**src/rtl/i2c_chan_switch.sv**
```systemverilog
module i2c_chan_switch #(
  parameter bit ALT_ADDR = 1'b0
) (
  input  logic       clk,
  input  logic       rst_n,
  input  logic       scl_i,
  input  logic       sda_i,
  input  logic [1:0] addr_pins_i,
  input  logic [1:0] irq_n_i,
  output logic       sda_pull_o,
  output logic [1:0] chan_en_o,
  output logic       irq_n_o
);
  localparam logic [4:0] FIXED = ALT_ADDR ? 5'b11110 : 5'b11100;
  localparam logic [2:0] S_IDLE = 3'd0, S_ADDR = 3'd1, S_AACK = 3'd2, S_WDAT = 3'd3,
                         S_WACK = 3'd4, S_RDAT = 3'd5, S_RACK = 3'd6;

  logic [1:0] scl_q, sda_q;
  logic       scl_d, sda_d;
  logic [2:0] st;
  logic [3:0] cnt;
  logic [7:0] sr;
  logic [3:0] ctrl;
  logic       rw;

  wire scl_s    = scl_q[1];
  wire sda_s    = sda_q[1];
  wire start_c  = scl_s & scl_d & sda_d & ~sda_s;
  wire stop_c   = scl_s & scl_d & ~sda_d & sda_s;
  wire scl_rise = scl_s & ~scl_d;
  wire scl_fall = ~scl_s & scl_d;
  wire [7:0] rd_byte = {2'b00, ~irq_n_i[1], ~irq_n_i[0], ctrl};

  assign irq_n_o = &irq_n_i;

  always_ff @(posedge clk or negedge rst_n) begin
    if (!rst_n) begin
      scl_q <= 2'b11;
      sda_q <= 2'b11;
      scl_d <= 1'b1;
      sda_d <= 1'b1;
    end else begin
      scl_q <= {scl_q[0], scl_i};
      sda_q <= {sda_q[0], sda_i};
      scl_d <= scl_s;
      sda_d <= sda_s;
    end
  end

  always_ff @(posedge clk or negedge rst_n) begin
    if (!rst_n) begin
      st         <= S_IDLE;
      cnt        <= '0;
      sr         <= '0;
      ctrl       <= '0;
      rw         <= 1'b0;
      sda_pull_o <= 1'b0;
      chan_en_o  <= '0;
    end else if (start_c) begin
      st         <= S_ADDR;
      cnt        <= '0;
      sda_pull_o <= 1'b0;
    end else if (stop_c) begin
      st         <= S_IDLE;
      sda_pull_o <= 1'b0;
      chan_en_o  <= ctrl[1:0];
    end else begin
      case (st)
        S_ADDR, S_WDAT: begin
          if (scl_rise) begin
            sr  <= {sr[6:0], sda_s};
            cnt <= cnt + 4'd1;
          end else if (scl_fall && cnt == 4'd8) begin
            if (st == S_WDAT) begin
              ctrl       <= sr[3:0];
              sda_pull_o <= 1'b1;
              st         <= S_WACK;
            end else if (sr[7:1] == {FIXED, addr_pins_i}) begin
              rw         <= sr[0];
              sda_pull_o <= 1'b1;
              st         <= S_AACK;
            end else begin
              st <= S_IDLE;
            end
          end
        end
        S_AACK, S_RACK: begin
          if (st == S_RACK && scl_rise && sda_s) begin
            st <= S_IDLE;
          end else if (scl_fall) begin
            cnt <= '0;
            if (st == S_RACK || rw) begin
              sda_pull_o <= ~rd_byte[7];
              sr         <= {rd_byte[6:0], 1'b0};
              st         <= S_RDAT;
            end else begin
              sda_pull_o <= 1'b0;
              st         <= S_WDAT;
            end
          end
        end
        S_WACK: begin
          if (scl_fall) begin
            sda_pull_o <= 1'b0;
            cnt        <= '0;
            st         <= S_WDAT;
          end
        end
        S_RDAT: begin
          if (scl_rise) begin
            cnt <= cnt + 4'd1;
          end else if (scl_fall) begin
            if (cnt == 4'd8) begin
              sda_pull_o <= 1'b0;
              st         <= S_RACK;
            end else begin
              sda_pull_o <= ~sr[7];
              sr         <= {sr[6:0], 1'b0};
            end
          end
        end
        default: st <= S_IDLE;
      endcase
    end
  end
endmodule


```
**config.mk**
```make
export PLATFORM = sky130hd
export DESIGN_NAME = i2c_chan_switch
export DESIGN_NICKNAME = d
export VERILOG_FILES = /design/src/rtl/i2c_chan_switch.sv
export SDC_FILE = /design/constraint.sdc
export NUM_CORES = 1
export LEC_CHECK = 0
export ABC_AREA = 0
export BUFFER_PORTS_ARGS = -buffer_cell sky130_fd_sc_hd__buf_4
export CORE_UTILIZATION = 60
export CTS_CLUSTER_DIAMETER = 80
export DETAILED_ROUTE_END_ITERATION = 16
export PLACE_DENSITY = 0.79
export SLEW_MARGIN = 0
export SYNTH_ARGS = -nofsm -noshare
export SYNTH_HDL_FRONTEND = slang
export SYNTH_SLANG_ARGS = --single-unit
```
**constraint.sdc**
```tcl
create_clock -name clk -period 5 [get_ports clk]
set_input_delay 1 -clock clk [delete_from_list [all_inputs] [get_ports clk]]
set_output_delay 1 -clock clk [all_outputs]
set_load 0.01 [all_outputs]
```
==> flow_summary.toml <==
[setup_path]
path_max_fanout = 2
critical_path_class = "in2out"
slowest_stage = "and2_1"
cp-end-kind = "primary output"
max_stage_delay_ns = 0.14
crit_path_cell_trace = "buf_4 > and2_1 > buf_4"
rrSetupSlack_ns = 2.79
crit_required_ns = 4.00
start_kind = "input port"
cpMostUsedCell = "buf_4"
worstPathArrival_ns = 1.39

[placement]
port_buffers = 11
gp_congestion = 0.900
pre_cts_slack_ns = 2.61
dpl_cell_area_um2 = 1700
place_inst = 182
dp_hpwl_mm = 2.05

[power_and_ir_drop]
ir_worst_vdd_v = 0.000322
power_uw = 610
pwr_density_cell_nw_per_um2 = 342
leakage_nw = 0.758

[synthesis]
synth_adder_area_share = 0.0154
syn_inst = 149
synth_nets = 159
postSynthAreaPerCell_um2 = 10.9
synth_edf_count = 0
synthMuxAreaShare = 0.149
yosysSeqAreaShare = 0.451
ys_warn_count = 0
ys.flop_type = "dfrtp_1"
synth_xor_area_frac = 0.0269
synth-compound-area-share = 0.157
synth_seq_cells = 29
ys_types = 46
synthArstFlopShare = 1.00
synthesis.area_um2 = 1630
synthSimpleGateAreaFrac = 0.153
synth_top_family_by_area = "compound AO/OA/AOI/OAI gates"

[clocking]
insertion_delay_ns = 0.32
ctsHtreeMaxLevel = 2
cts_tree = "done"
clock_path_buffers = 2
cts-root-buf = "clkbuf_4"
cts-buffers-inserted = 5
cts.repair.resized = 0
cts.sinks = 29
hold_buffers = 0
path_clk_slew_ns = 0.08
postCtsSetupBuffers = 0

[timing]
rsz0062_at_grt = "no"
fmax_ghz = 0.419
drv_slew = 0
fin_ws_ns = 2.61
fin_tns_setup_ns = 0
tightest_slew_ns = 0.656
slew-limit-headroom = 0.563
finalClockSkew_ns = 0.00726
finalCriticalPeriod_ns = 2.39
setup_viol = 0
min_period_over_period = 0.477
hold_violations = 0

[global_route]
track_usage = 0.252
grt_pass1_wl_mm = 5.04
first_global_vias = 1112
grt_max_degree = 30
antenna_found_initial = 0
gr-total-overflow = 0

[flow_run]
drv_cap = 0

[die]
die_width_um = 54.0
pin_count = 12
fp-row-count = 18
start_util = 0.644
fp.dieArea_um2 = 2920
coreArea_um2 = 2520
chipHeight_um = 54.0

[detailed_routing]
routedWlPerCell_um = 15.9
drc = 0
vias = 1169
dr.pass1.iters = 5
drt_wl_total_mm = 3.02
drt_iter0_drc = 41
ant_nets = 0
drt-vias-per-instance = 6.15

[finish]
diodes = 0
layout_common_cells = "dfrtp_1 (23), mux2_2 (18), buf_4 (11)"
stdcell_area_um2 = 1780
finalNonFillerCells = 190
area_delta_synth_final_pct = 9.55
finalNetCount = 169
final_common_cell = "dfrtp_1"
layout-drive-gt1-share = 0.338

[hold_path]
hold_class = "reg2reg"

[outcome]
status = "complete, no violations"
registers in the layout (all words and copies together), names as in the netlist:
name,cells
sr,8
cnt,4
ctrl,4
st,3
chan_en_o,2
scl_q,2
sda_q,2
rw,1
scl_d,1
sda_d,1
sda_pull_o,1
synth_stat cells (2+ instances only):
cell type,count,area [um^2]
a311oi_1,2,17.5
inv_1,6,22.5
a21oi_1,5,25.0
nor2b_1,2,12.5
dfrtp_1,23,576
ha_1,2,25.0
nand2b_1,2,12.5
o211ai_1,2,15.0
mux2i_1,4,40.0
nand2_1,10,37.5
o21ai_0,7,35.0
nor2_1,10,37.5
a31oi_1,2,12.5
and3_1,2,12.5
nor4_1,3,18.8
o21ba_2,2,20.0
buf_2,4,20.0
xnor2_1,2,17.5
nand3_1,6,30.0
mux2_2,18,203
dfstp_2,6,158
xor2_1,3,26.3
a211oi_1,2,15.0
buf_4,2,15.0
kinds of logic after synthesis:
group | count (synthesis)
adders and majority gates | 2
xor gates and xnor gates | 5
AOI/OAI and AO/OA | 32
and+or+nand+nor | 44
muxes | 22
DFF | 29
buffers and inverters | 15
layout make-up:
class,instances,area (um^2)
fillers,196,742
flip-flops and latches,29,733
clock buffers,7,55.1
repair buffers,11,82.6
clock inverters,1,30.0
well taps,30,37.5
multi-input cells,105,816
inverters,7,26.3
report_power, final:
group | leakage (nW) | switching (mW) | total, mW | internal [mW]
logic | 0.341 | 0.0429 | 0.100 | 0.0574
clock network | 0.0455 | 0.0799 | 0.199 | 0.119
registers | 0.371 | 0.0368 | 0.310 | 0.274
total | 0.758 | 0.160 | 0.610 | 0.450
stage by stage:
step,hold WS [ns],utilization
final,0.360,0.706
after global routing,0.368,0.706
after CTS,0.361,0.706
after detailed placement,0.349,0.672
after global placement,0.347,0.672
after floorplan,0.345,-
worst max-delay path: cells and delay by family:
family	cells	cell delay (ns)
buffers and inverters	2	0.24
and+or+nand+nor	1	0.14
worst paths after layout:
kind | start | to | depth (start not counted)
worst max-delay path | irq_n_i[0] | irq_n_o | 3
worst min-delay path | sda_q[0] | sda_q[1] | 0
worst max register to register | st[0] | sr[1] | 5
worst min register to register | sda_q[0] | sda_q[1] | 0
max in group asynchronous | rst_n | scl_q[1] | 1
min in group asynchronous | rst_n | cnt[3] | 1
metal layers:
layer	wire length [um]	GRT usage	vias to the layer above	part of all wire
li1	-	-	560	-
met1	1360	0.330	564	0.45
met2	1440	0.381	36	0.48
met3	151	0.0847	9	0.050
met4	76	0.107	0	0.025
met5	0	0	-	0
No activity file was read; power rests on OpenSTA's default activity.
